==> src/rtl/media_sense_pkg.sv <==
package media_sense_pkg;

    typedef enum logic [1:0] {
        ST_PRESENT = 2'd0,
        ST_ABSENT  = 2'd1,
        ST_CHANGED = 2'd2
    } media_state_e;

    localparam logic [7:0] ASC_NO_MEDIA = 8'h3A;
    localparam logic [7:0] ASC_CHANGED  = 8'h28;
    localparam logic [7:0] ASCQ_ZERO    = 8'h00;

endpackage

==> src/rtl/media_pin_sync.sv <==
module media_pin_sync #(
    parameter int STAGES = 2
) (
    input  logic clk,
    input  logic rst_n,
    input  logic pin_async,
    input  logic pin_low_present,
    output logic raw_present
);
    logic [STAGES-1:0] chain;

    always_ff @(posedge clk or negedge rst_n) begin
        if (!rst_n) chain <= '0;
        else        chain <= {chain[STAGES-2:0], pin_async};
    end

    assign raw_present = pin_low_present ? ~chain[STAGES-1] : chain[STAGES-1];
endmodule

==> src/rtl/media_debounce.sv <==
module media_debounce #(
    parameter int DEBOUNCE_CYCLES = 8
) (
    input  logic clk,
    input  logic rst_n,
    input  logic raw_present,
    output logic filt_present
);
    localparam int CNT_W = $clog2(DEBOUNCE_CYCLES) + 1;
    localparam logic [CNT_W-1:0] CNT_LAST = CNT_W'(DEBOUNCE_CYCLES - 1);

    logic [CNT_W-1:0] cnt;

    always_ff @(posedge clk or negedge rst_n) begin
        if (!rst_n) begin
            cnt          <= '0;
            filt_present <= 1'b1;
        end else if (raw_present == filt_present) begin
            cnt <= '0;
        end else if (cnt == CNT_LAST) begin
            cnt          <= '0;
            filt_present <= raw_present;
        end else begin
            cnt <= cnt + 1'b1;
        end
    end

    // the filtered level moves only at the end of a full stable window
    p_filter_window_r3: assert property (@(posedge clk) disable iff (!rst_n)
        !$stable(filt_present) |-> $past(cnt) == CNT_LAST);
endmodule

==> src/rtl/media_state_fsm.sv <==
module media_state_fsm
    import media_sense_pkg::*;
(
    input  logic       clk,
    input  logic       rst_n,
    input  logic       detect_en,
    input  logic       filt_present,
    input  logic       consume,
    output logic       media_present,
    output logic       sense_valid,
    output logic [7:0] sense_asc,
    output logic [7:0] sense_ascq
);
    media_state_e state, state_nx;

    always_comb begin
        state_nx = state;
        if (!detect_en) begin
            state_nx = ST_PRESENT;
        end else begin
            unique case (state)
                ST_PRESENT: if (!filt_present) state_nx = ST_ABSENT;
                ST_ABSENT:  if (filt_present)  state_nx = ST_CHANGED;
                ST_CHANGED: begin
                    if (!filt_present) state_nx = ST_ABSENT;
                    else if (consume)  state_nx = ST_PRESENT;
                end
                default:               state_nx = ST_PRESENT;
            endcase
        end
    end

    always_ff @(posedge clk or negedge rst_n) begin
        if (!rst_n) state <= ST_PRESENT;
        else        state <= state_nx;
    end

    always_comb begin
        media_present = 1'b1;
        sense_valid   = 1'b0;
        sense_asc     = ASCQ_ZERO;
        sense_ascq    = ASCQ_ZERO;
        unique case (state)
            ST_ABSENT: begin
                media_present = 1'b0;
                sense_valid   = 1'b1;
                sense_asc     = ASC_NO_MEDIA;
            end
            ST_CHANGED: begin
                sense_valid = 1'b1;
                sense_asc   = ASC_CHANGED;
            end
            default: ;
        endcase
    end

    // the changed state is entered only from the absent state
    p_changed_from_absent_r5: assert property (@(posedge clk) disable iff (!rst_n)
        $rose(state == ST_CHANGED) |-> $past(state) == ST_ABSENT);

    // without a strobe or a removal, the changed status is held
    p_changed_held_r6: assert property (@(posedge clk) disable iff (!rst_n)
        (state == ST_CHANGED && detect_en && filt_present && !consume)
        |=> state == ST_CHANGED);

    // detection off forces the present state
    p_disabled_present_r8: assert property (@(posedge clk) disable iff (!rst_n)
        !detect_en |=> state == ST_PRESENT);

    // the absent state leaves only once the filtered level shows media
    p_absent_persists_r4: assert property (@(posedge clk) disable iff (!rst_n)
        (state == ST_ABSENT && detect_en && !filt_present) |=> state == ST_ABSENT);
endmodule

==> src/rtl/media_sense_tracker.sv <==
module media_sense_tracker #(
    parameter int SYNC_STAGES     = 2,
    parameter int DEBOUNCE_CYCLES = 8
) (
    input  logic       clk,
    input  logic       rst_n,
    input  logic       presence_pin,
    input  logic       detect_en,
    input  logic       pin_low_present,
    input  logic       sense_consumed,
    output logic       media_present,
    output logic       sense_valid,
    output logic [7:0] sense_asc,
    output logic [7:0] sense_ascq
);
    logic raw_present;
    logic filt_present;

    media_pin_sync #(.STAGES(SYNC_STAGES)) u_sync (
        .clk             (clk),
        .rst_n           (rst_n),
        .pin_async       (presence_pin),
        .pin_low_present (pin_low_present),
        .raw_present     (raw_present)
    );

    media_debounce #(.DEBOUNCE_CYCLES(DEBOUNCE_CYCLES)) u_deb (
        .clk          (clk),
        .rst_n        (rst_n),
        .raw_present  (raw_present),
        .filt_present (filt_present)
    );

    media_state_fsm u_fsm (
        .clk           (clk),
        .rst_n         (rst_n),
        .detect_en     (detect_en),
        .filt_present  (filt_present),
        .consume       (sense_consumed),
        .media_present (media_present),
        .sense_valid   (sense_valid),
        .sense_asc     (sense_asc),
        .sense_ascq    (sense_ascq)
    );

    // codes are zero whenever nothing is pending
    p_idle_codes_zero_r1: assert property (@(posedge clk) disable iff (!rst_n)
        !sense_valid |-> (sense_asc == 8'h00 && sense_ascq == 8'h00 && media_present));
endmodule

==> config.mk <==
export PLATFORM = sky130hd
export DESIGN_NAME = media_sense_tracker
export DESIGN_NICKNAME = d
export VERILOG_FILES = /design/src/rtl/media_sense_pkg.sv /design/src/rtl/media_pin_sync.sv /design/src/rtl/media_debounce.sv /design/src/rtl/media_state_fsm.sv /design/src/rtl/media_sense_tracker.sv
export SDC_FILE = /design/constraint.sdc
export NUM_CORES = 1
export LEC_CHECK = 0
export BUFFER_PORTS_ARGS = -buffer_cell sky130_fd_sc_hd__buf_2
export CORE_ASPECT_RATIO = 0.7
export CORE_MARGIN = 8
export CORE_UTILIZATION = 25
export CTS_CLUSTER_DIAMETER = 40
export DETAILED_ROUTE_END_ITERATION = 8
export MAX_ROUTING_LAYER = met4
export PLACE_DENSITY = 0.45
export RECOVER_POWER = 50
export SLEW_MARGIN = 15
export SYNTH_ARGS = -nofsm -noshare
export SYNTH_HDL_FRONTEND = slang
export SYNTH_SLANG_ARGS = --single-unit
==> constraint.sdc <==
create_clock -name clk -period 3.9 [get_ports clk]
set_clock_uncertainty 0.2 [all_clocks]
set_input_delay 0.78 -clock clk [delete_from_list [all_inputs] [get_ports clk]]
set_output_delay 0.78 -clock clk [all_outputs]
set_load 0.01 [all_outputs]
# After elaboration in Yosys (flattened, before gate mapping)
# Cells that the tools add are included.
# W data, S select, Z words.
[op_classes]
addsub = 1
n_eq_ne = 7
mux = 12
bitwise_logic = 2
reduce_logical = 4
[ops]
columns = ["cell", "n"]
rows = [
  ["$pmux W6 S2", 1],
  ["$mux W2", 5],
  ["$mux W4", 2],
  ["$ne A3 B3 Y1 const B", 2],
  ["$pmux W2 S3", 1],
  ["$add A4 B1 Y4 const B", 1],
  ["$eq A4 B3 Y1 const B", 1],
  ["$ne A4 B4 Y1 const B", 1],
  ["$mux W1", 3],
  ["$reduce_and A3 Y1", 1],
  ["$eq A2 B1 Y1 const B", 1],
  ["$eq A2 B2 Y1 const B", 1],
  ["$logic_not A2 Y1", 1],
  ["$not A1 Y1", 2],
  ["$reduce_and A2 Y1", 1],
  ["$reduce_or A2 Y1", 1],
  ["$eq A1 B1 Y1", 1],
]
[totals]
register_bits = 9
output_inout_bits = 18
word_cells = 30

# Depth between registers and ports, before layout
[logic_depth]
word_depth = 5
depth_mapped = 5
mapped_depth_nobuf = 5

# Modules after synthesis
# Synthesis repeated with hierarchy kept, for this count alone.
[hier_totals]
cells_unflattened = 58
area_unflattened_um2 = 596.8
[by_module_without_submodules]
columns = ["module", "n_inst", "cells_per_inst", "area_per_inst_um2", "seq_area_each_um2"]
rows = [
  ["media_state_fsm", 1, 37, 319.1, 50.0],
  ["media_debounce", 1, 18, 219.0, 126.4],
  ["media_pin_sync", 1, 3, 58.8, 50.0],
]

# Worst setup path after synthesis
# Ideal clock, no wire load.
[synth_path]
path_kind = "reg-to-output"
start = "register u_fsm.state[0]"
end = "output port sense_asc[3]"
arrival_time_ns = 0.953
t_required_ns = 2.920
setup_slack_ns = 1.967
path_stages_with_launch = 4
cell_sequence = "dfrtp_1 inv_1 ha_1 buf_4"
[synth_via]
elab_chain_len = 2
[synth_lines]
columns = ["element", "line", "rtl"]
rows = [
  ["from (decl)", "media_state_fsm.sv:14", "media_state_e state, state_nx;"],
  ["from (signal assigned)", "media_state_fsm.sv:35", "else state <= state_nx;"],
  ["$eq A2 B2 Y1 or $eq A2 B1 Y1 (tied branches)", "media_state_fsm.sv:43", "unique case (state)"],
  ["$pmux W6 S2 (*)", "media_state_fsm.sv:43", ""],
  ["to (decl)", "media_sense_tracker.sv:13", "output logic [7:0] sense_asc,"],
]
# Every way passes the cells marked *; elsewhere a longest branch is shown, timed or not.

# Worst setup path in the final report
# Same ends and word-level chain as after synthesis.

==> metrics.yaml <==
outcome:
  status: "finished, final reports clean"
placement:
  post-place-ws_ns: 1.99
  hpwl_um: 811
  gp_congestion: 0.734
  io_buffers: 11
  postPlaceCellArea_sq_um: 608
clock_network:
  clk_pin_slew_ns: 0.05
  ctsHoldBuffers: 0
  cts_root_buf: "clkbuf_4"
  cts_sinks: 9
  postCtsSetupBuffers: 0
  post_cts_resized: 0
  clock_latency_ns: 0.25
  clockBufferDepth: 2
  cts-buffers-inserted: 3
  cts_tree: "yes"
  cts_max_level: 1
finish:
  final_util: 0.289
  design_area_sq_um: 633
  drive_gt1_frac: 0.232
  final_nets: 82
  multi_input_area_sq_um: 268
  synthToLayoutAreaGrowth_pct: 8.35
  diodes: 0
  seqCellArea_sq_um: 226
  fillerInstances: 229
critical_path:
  required_ns: 2.92
  critPathMaxFanout: 4
  critPathCaptureType: "primary output"
  worstPathArrival_ns: 1.18
  crit_type: "reg -> out"
  start_kind: "register"
timing:
  fin_ws_ns: 1.74
  max_freq_ghz: 0.463
  fin_crit_sh: 0.554
  tns_ns: 0
  rsz0062_at_grt: "no"
  finalCriticalPeriod_ns: 2.16
  hold_ws_ns: 0.163
  report.final.setup_viol: 0
  finalHoldViolCount: 0
  drv_slew: 0
synth:
  syn_area_sq_um: 584
  ys_ff_latch: 9
  yosys.area.top_type_share: 0.343
  seq_area_frac_synth: 0.388
  synth_top_area_cell: "dfrtp_1"
  synth_edf_count: 0
  async_reset_ff_frac: 1.00
  synth.distinct_cells: 20
  synth_area_leaders: "dfrtp_1 (34%), buf_4 (19%), ha_1 (13%)"
  ys.flop_type: "dfrtp_1"
  syn_area_per_cell_sq_um: 10.1
  synthTopCellsByCount: "buf_4 (15), dfrtp_1 (8), ha_1 (6), inv_1 (5), nor2_1 (4)"
  yosysMostFrequentCell: "buf_4"
  yosysWarnings: 0
  syn_inst: 58
global_routing:
  grt_pass1_wl_um: 1450
  grtUsageTotal: 0.0504
  antenna_found_initial: 0
  grt_pass1_vias: 304
  grt_overflow_total: 0
  grt_max_degree: 10
die:
  io_pins: 24
  rows: 14
  die_h_um: 56.5
  die_w_um: 73.8
  start_util: 0.267
  die_area_sq_um: 4170
  core_region_area_sq_um: 2190
route:
  vias: 331
  wl_per_cell_um: 9.02
  post-route-drc-count: 0
  vias_per_cell: 3.28
  ant_nets: 0
  routed_wl_um: 911
  drt_iter0_drc: 21
  firstDrtPassIters: 4
run:
  cap_violations: 0
power_and_ir_drop:
  power.density_nw_per_um2: 615
  vdd_drop_max_v: 0.000175
  p_leak_uw: 0.000332
worst_hold_path:
  hp-class: "reg -> reg"
## worst max-delay path, cell delays in order, from the launching register on
cell and delay [ns]:
dfrtp_1 0.39, inv_1 0.09, ha_1 0.31, buf_2 0.15
## metrics by stage
stage	power, uW	cells
2_1_floorplan	304	69
3_5_place_dp	329	97
4_1_cts	398	101
5_1_grt	428	101
6_report	389	101
3_3_place_gp	329	97
## layer usage
metal | vias up | GRT usage | share of wire
li1 | 178 | - | -
met1 | 137 | 0.0597 | 0.44
met2 | 14 | 0.0579 | 0.41
met3 | 2 | 0.0283 | 0.12
met4 | 0 | 0.0425 | 0.030
met5 | - | - | 0
## flip-flops by register name, indices dropped and copies added (netlist names)
register and flops:
u_deb.filt_present 1, u_deb.cnt 4, u_sync.chain 2, u_fsm.state 2
## power by group
group	switching [uW]	internal, uW	total (uW)
Clock	27.8	39.1	67.0
Sequential	24.0	122	146
Combinational	101	75.1	176
## placed cells by master (no fill, tap or decap), types with 2 or more instances in the layout
master    netlist  routed
buf_2           0      10
clkbuf_1        0       2
clkbuf_4        0       3
conb_1          1      12
dfrtp_1         8       8
ha_1            6       6
inv_1           5       5
mux2i_1         3       3
nand2_1         2       2
nor2_1          4       4
o21ai_0         2       2
xnor2_1         2       2
## area by class of cell
cell class	instances	area share
Multi-Input combinational cell	40	0.423
Sequential cell	9	0.358
Timing Repair Buffer	11	0.0850
Tap cell	32	0.0632
Clock buffer	4	0.0415
Inverter	5	0.0296
## cells by family after synthesis
group           after synthesis  share of synthesized area
simple gates                 12                      0.109
fa+ha+maj                     6                      0.128
compound gates                4                     0.0471
other cells                   1                    0.00642
buf+inv                      20                      0.225
xor+xnor                      3                     0.0450
flops                         9                      0.388
mux                           3                     0.0514
## worst paths after layout
| path | start | end | slack, ns | cells past startpoint |
|---|---|---|---|---|
| worst max-delay path | u_fsm.state[0] | sense_asc[3] | 1.74 | 3 |
| worst min-delay path | u_sync.chain[0] | u_sync.chain[1] | 0.16 | 0 |
| worst max register to register | u_fsm.state[1] | u_fsm.state[0] | 2.33 | 5 |
| worst min register to register | u_sync.chain[0] | u_sync.chain[1] | 0.16 | 0 |
| max in group asynchronous | rst_n | u_deb.filt_present | 2.91 | 1 |
| min in group asynchronous | rst_n | u_deb.cnt[3] | 0.25 | 1 |
Power figures use the tool's default switching activity.
